`src/rtl/zs_pkg.sv`:
```
package zs_pkg;
  localparam int ZS_WIN = 8;

  typedef struct packed {
    logic p;
    logic n;
    logic viol;
  } zs_sym_t;

  function automatic logic zs_is_zero(input zs_sym_t s);
    return !s.p && !s.n;
  endfunction

  // single-rail mark breaking alternation
  function automatic logic zs_is_v(input zs_sym_t s);
    return (s.p ^ s.n) && s.viol;
  endfunction

  // single-rail mark obeying alternation
  function automatic logic zs_is_b(input zs_sym_t s);
    return (s.p ^ s.n) && !s.viol;
  endfunction
endpackage

```
`src/rtl/zs_mark_class.sv`:
```
module zs_mark_class
  import zs_pkg::*;
(
  input  logic    clk,
  input  logic    rst_n,
  input  logic    strobe,
  input  logic    p,
  input  logic    n,
  output zs_sym_t sym
);
  logic last_p, last_n;

  always_comb begin
    sym.p    = p;
    sym.n    = n;
    sym.viol = (p & n) | (p & ~n & last_p) | (n & ~p & last_n);
  end

  always_ff @(posedge clk) begin
    if (!rst_n) begin
      last_p <= 1'b0;
      last_n <= 1'b0;
    end else if (strobe && (p ^ n)) begin
      last_p <= p;
      last_n <= n;
    end
  end


  pos_ref_chk: assert property (@(posedge clk) disable iff (!rst_n)
    (strobe && p && !n) |=> (last_p && !last_n));


  dbl_keeps_ref_chk: assert property (@(posedge clk) disable iff (!rst_n)
    (strobe && p && n) |=> $stable({last_p, last_n}));
endmodule

```
`src/rtl/zs_sub_window.sv`:
```
module zs_sub_window
  import zs_pkg::*;
(
  input  logic    clk,
  input  logic    rst_n,
  input  logic    strobe,
  input  logic    dec_en,
  input  logic    t1_mode,
  input  zs_sym_t sym_in,
  output logic    out_valid,
  output logic    out_data,
  output logic    out_viol
);
  localparam int HD_LEN = ZS_WIN / 2;

  zs_sym_t win  [ZS_WIN];
  zs_sym_t cand [ZS_WIN];
  zs_sym_t nxt  [ZS_WIN];
  logic    b8_hit, hd_hit;

  always_comb begin
    cand[0] = sym_in;
    for (int i = 1; i < ZS_WIN; i++) cand[i] = win[i-1];
  end

  // index 0 is the newest symbol
  always_comb begin
    b8_hit = zs_is_b(cand[0]) && zs_is_v(cand[1]) && zs_is_zero(cand[2]) &&
             zs_is_b(cand[3]) && zs_is_v(cand[4]) && zs_is_zero(cand[5]) &&
             zs_is_zero(cand[6]) && zs_is_zero(cand[7]);
    hd_hit = zs_is_v(cand[0]) && zs_is_zero(cand[1]) && zs_is_zero(cand[2]) &&
             (zs_is_zero(cand[3]) || zs_is_b(cand[3]));
  end

  always_comb begin
    for (int i = 0; i < ZS_WIN; i++) begin
      nxt[i] = cand[i];
      if (dec_en && t1_mode && b8_hit) nxt[i] = '0;
      if (dec_en && !t1_mode && hd_hit && i < HD_LEN) nxt[i] = '0;
    end
  end

  always_ff @(posedge clk) begin
    if (!rst_n) begin
      for (int i = 0; i < ZS_WIN; i++) win[i] <= '0;
      out_valid <= 1'b0;
      out_data  <= 1'b0;
      out_viol  <= 1'b0;
    end else begin
      out_valid <= strobe;
      out_viol  <= strobe && win[ZS_WIN-1].viol;
      if (strobe) begin
        out_data <= win[ZS_WIN-1].p | win[ZS_WIN-1].n;
        for (int i = 0; i < ZS_WIN; i++) win[i] <= nxt[i];
      end
    end
  end


  valid_follows_strobe_chk: assert property (@(posedge clk) disable iff (!rst_n)
    out_valid |-> $past(strobe));


  viol_is_mark_chk: assert property (@(posedge clk) disable iff (!rst_n)
    out_viol |-> (out_valid && out_data));


  dbl_flagged_chk: assert property (@(posedge clk) disable iff (!rst_n)
    (strobe && sym_in.p && sym_in.n) |=> win[0].viol);
endmodule

```
`src/rtl/zs_rx_decoder.sv`:
```
module zs_rx_decoder
  import zs_pkg::*;
#(
  parameter int NCH = 4
) (
  input  logic           clk,
  input  logic           rst_n,
  input  logic [NCH-1:0] bit_en,
  input  logic [NCH-1:0] rx_pos,
  input  logic [NCH-1:0] rx_neg,
  input  logic           t1_mode,
  input  logic           dual_rail,
  input  logic           global_code,
  input  logic [NCH-1:0] chan_code,
  output logic [NCH-1:0] rx_valid,
  output logic [NCH-1:0] rx_data,
  output logic [NCH-1:0] rx_viol,
  output logic [NCH-1:0] tx_code_en
);
  logic [NCH-1:0] dec_en;

  always_comb begin
    for (int i = 0; i < NCH; i++)
      dec_en[i] = !dual_rail && (global_code || chan_code[i]);
  end

  assign tx_code_en = dec_en;

  for (genvar g = 0; g < NCH; g++) begin : g_ch
    zs_sym_t sym;

    zs_mark_class u_cls (
      .clk    (clk),
      .rst_n  (rst_n),
      .strobe (bit_en[g]),
      .p      (rx_pos[g]),
      .n      (rx_neg[g]),
      .sym    (sym)
    );

    zs_sub_window u_win (
      .clk       (clk),
      .rst_n     (rst_n),
      .strobe    (bit_en[g]),
      .dec_en    (dec_en[g]),
      .t1_mode   (t1_mode),
      .sym_in    (sym),
      .out_valid (rx_valid[g]),
      .out_data  (rx_data[g]),
      .out_viol  (rx_viol[g])
    );
  end


  dual_blocks_code_chk: assert property (@(posedge clk) disable iff (!rst_n)
    dual_rail |-> (tx_code_en == '0));


  global_forces_code_chk: assert property (@(posedge clk) disable iff (!rst_n)
    (!dual_rail && global_code) |-> (&tx_code_en));
endmodule

```
`config.mk`:
```
export PLATFORM = sky130hd
export DESIGN_NAME = zs_rx_decoder
export DESIGN_NICKNAME = d
export VERILOG_FILES = /design/src/rtl/zs_pkg.sv /design/src/rtl/zs_mark_class.sv /design/src/rtl/zs_sub_window.sv /design/src/rtl/zs_rx_decoder.sv
export SDC_FILE = /design/constraint.sdc
export NUM_CORES = 1
export LEC_CHECK = 0
export CAP_MARGIN = 40
export CORE_UTILIZATION = 53
export CTS_CLUSTER_SIZE = 25
export DETAILED_ROUTE_END_ITERATION = 7
export GPL_TIMING_DRIVEN = 1
export PLACE_DENSITY = 0.73
export SYNTH_ARGS = -nofsm -noshare
export SYNTH_HDL_FRONTEND = slang
export SYNTH_SLANG_ARGS = --single-unit
```
`constraint.sdc`:
```
create_clock -name clk -period 2.17 [get_ports clk]
set_input_delay 0.3255 -clock clk [delete_from_list [all_inputs] [get_ports clk]]
set_output_delay 0.3255 -clock clk [all_outputs]
set_load 0.01 [all_outputs]
```
==> results.cfg <==
[outcome]
status = completed

[min_path]
holdPathEnd = g_ch[2].u_win.out_viol
holdPathStages = 1
min-delay-start = g_ch[2].u_win.win[0][21]
hold_class = register to register

[synthesis]
ys_types = 40
yosysSeqAreaShare_pct = 63.1
synth-seq-cells = 116
ys_warn_count = 0
synth.avg_cell_area_um2 = 13.0
syn_area_um2 = 5200
synth_top_area_cell = edfxtp_1
synth_top_cell_area_share_pct = 55.4
ys_top_cells_by_area = edfxtp_1, dfxtp_1, and2_1
synthCells = 401
synth-edff-count = 96
synth_flop_cell = edfxtp_1
synth_nets = 442
synth-async-reset-ratio_pct = 0

[drt]
wl_per_cell_um = 15.3
drt_drc_violations_left = 0
wl_um = 9300
antenna_left = 0
first_pass_iters = 5
vias = 3162
drt_iter0_drc = 98
vias_per_cell = 5.22

[die]
core_area_um2 = 9370
die_y_um = 101
initial_core_util_pct = 55.5
io_pins = 37
die-area_um2 = 10200
die_w_um = 101
rows = 35

[final_layout]
finalNetCount = 505
antenna_cells = 0
utilization_pct = 69.2
area_delta_synth_final_pct = 24.6
drive_gt1_share_pct = 17.0
fin_cells = 606
fillers = 679

[critical_path]
r2r-end = g_ch[3].u_win.win[1][1]
crit_path_end_kind = register
crit_fanout = 8
slowest_delay_ns = 0.49
reg2reg_setup_slack_ns = 0.04
reg2reg_from = g_ch[3].u_win.win[0][7]
crit_path_start_kind = register
path_cells = inv_1, ha_1, or4b_1, nor4_4, a31oi_2, and2_1
path_class = register to register
worstPathArrival_ns = 2.39
slowest_stage = or4b_1
reg2reg_depth = 6
cp.required_ns = 2.43

[clock_network]
ctsHoldBuffers = 0
tritoncts = done
cts.clk_slew.worst_paths_ns = 0.07
cts_buffer_depth = 2
clkSinkCount = 116
htree_levels = 4
cts_root_buf = clkbuf_8
clock_latency_ns = 0.51
post_cts_buffers = 0
numCtsBuffers = 17

[placement]
place_inst = 574
dp_slack_ns = -0.450
place_congestion = 0.768
port_buffers = 36
dp_hpwl_um = 6230

[sta]
setup_viol = 0
hold_viol = 0
rsz0062_at_grt = true
finalCriticalPeriod_ns = 2.13
timing.final.crit_share_pct = 98.1
worst_pin_slew_ns = 0.539
hold_slack_ns = 0.487
fin_ws_ns = 0.0412
slew_headroom_pct = 63.9
max_freq_ghz = 0.470
finalClockSkew_ns = 0.0167
maxSlewViolCount = 0

[global_routing]
gr-usage-all-layers_pct = 20.3
antenna_found_initial = 0
grt_pass1_wl_um = 15400
grt_pass1_vias = 3260
overflow = 0
grt_max_degree = 25

[power]
leakagePower_nw = 2.67
ir_worst_vdd_uv = 541
p_total_mw = 5.79
pwr_density_cell_nw_per_um2 = 892

[run]
max_cap_violations = 0
-- state kept, by name, indices dropped and copies added, names as in the netlist --
register	count
g_ch.u_cls.last_n	4
g_ch.u_cls.last_p	4
g_ch.u_win.out_data	4
g_ch.u_win.out_valid	4
g_ch.u_win.out_viol	4
g_ch.u_win.win	96
-- critical path: cells and delay by family, from the launching register on --
family	cells	cell delay, ns
DFF	1	0.35
buffers and inverters	1	0.05
adders and majority gates	1	0.29
AOI/OAI and AO/OA	1	0.24
and+or+nand+nor	3	0.95
-- power breakdown --
| group | internal, mW | switching (mW) | total (mW) |
|---|---|---|---|
| combinational | 0.219 | 0.231 | 0.451 |
| clock | 1.66 | 1.06 | 2.72 |
| sequential | 2.56 | 0.0579 | 2.62 |
| total | 4.44 | 1.35 | 5.79 |
-- metal layers --
layer	GRT usage [%]	share of wire, %
met3	5.06	4.1
met1	26.4	47
met5	0	0
met4	9.48	0.72
met2	32.2	49
-- cells by family after synthesis --
kind of cell               synth area share, %
AOI/OAI and AO/OA                         4.74
xor gates and xnor gates                 0.673
adders and majority gates                 4.81
buffers and inverters                     5.51
DFF                                       63.1
muxes                                     1.54
and+or+nand+nor                           19.6
-- placed cells by master (no fill, tap or decap), drive strengths merged, types with 4 or more instances in the layout --
| cell type | netlist | final |
|---|---|---|
| edfxtp | 96 | 96 |
| and2 | 58 | 58 |
| inv | 32 | 39 |
| clkdlybuf4s50 | 0 | 36 |
| buf | 21 | 33 |
| and3 | 24 | 24 |
| nor2 | 22 | 22 |
| ha | 20 | 20 |
| dfxtp | 20 | 20 |
| clkbuf | 4 | 17 |
| o21ai | 14 | 14 |
| nor2b | 10 | 10 |
| a21oi | 10 | 10 |
| nor3b | 9 | 9 |
| mux2i | 8 | 8 |
| or4b | 5 | 5 |
| nor4 | 5 | 5 |
| nor3 | 5 | 5 |
| nand2b | 4 | 4 |
| nand4b | 4 | 4 |
| clkinvlp | 0 | 4 |
-- worst max-delay path by stage --
stage,end,cells past startpoint,start,slack (ns)
2_1_floorplan,g_ch[0].u_win.win[0][7],7,rx_pos[0],0.14
3_3_place_gp,g_ch[0].u_win.win[0][3],7,rx_pos[0],-0.40
3_5_place_dp,g_ch[0].u_win.win[0][3],7,rx_pos[0],-0.45
4_1_cts,g_ch[0].u_win.win[0][3],7,rx_pos[0],0.05
5_1_grt,g_ch[3].u_win.win[1][9],6,g_ch[3].u_win.win[0][7],-0.03
6_report,g_ch[3].u_win.win[1][1],6,g_ch[3].u_win.win[0][7],0.04
-- layout make-up --
cell class | count | area (um^2) | area share (%)
tap | 129 | 161 | 2.49
timing repair buffer | 69 | 633 | 9.76
inverter | 32 | 120 | 1.85
multi-input combinational | 228 | 1700 | 26.3
clock inverter | 15 | 171 | 2.64
clock buffer | 17 | 414 | 6.39
sequential | 116 | 3280 | 50.6
-- stage by stage --
stage / area [um^2] / TNS [ns]
after floorplan: 5200 / 0
after global placement: 5830 / -25.90
after detailed placement: 5830 / -29.67
after CTS: 6430 / 0
after global routing: 6490 / -0.280
final: 6490 / 0
-- synth_stat cells (all sizes together), types with 5 or more instances --
| cell type | count |
|---|---|
| nor3b | 9 |
| mux2i | 8 |
| and2 | 58 |
| edfxtp | 96 |
| nor3 | 5 |
| nor4 | 5 |
| inv | 32 |
| nor2b | 10 |
| dfxtp | 20 |
| nor2 | 22 |
| ha | 20 |
| and3 | 24 |
| o21ai | 14 |
| buf | 21 |
| or4b | 5 |
| a21oi | 10 |
-- timing repair --
action                                  in CTS  in global routing
endpoints found under the setup margin       8                 68
gates resized for setup                      2                  9
endpoints found under the hold margin        0                  0
No activity file was read; power rests on OpenSTA's default activity.
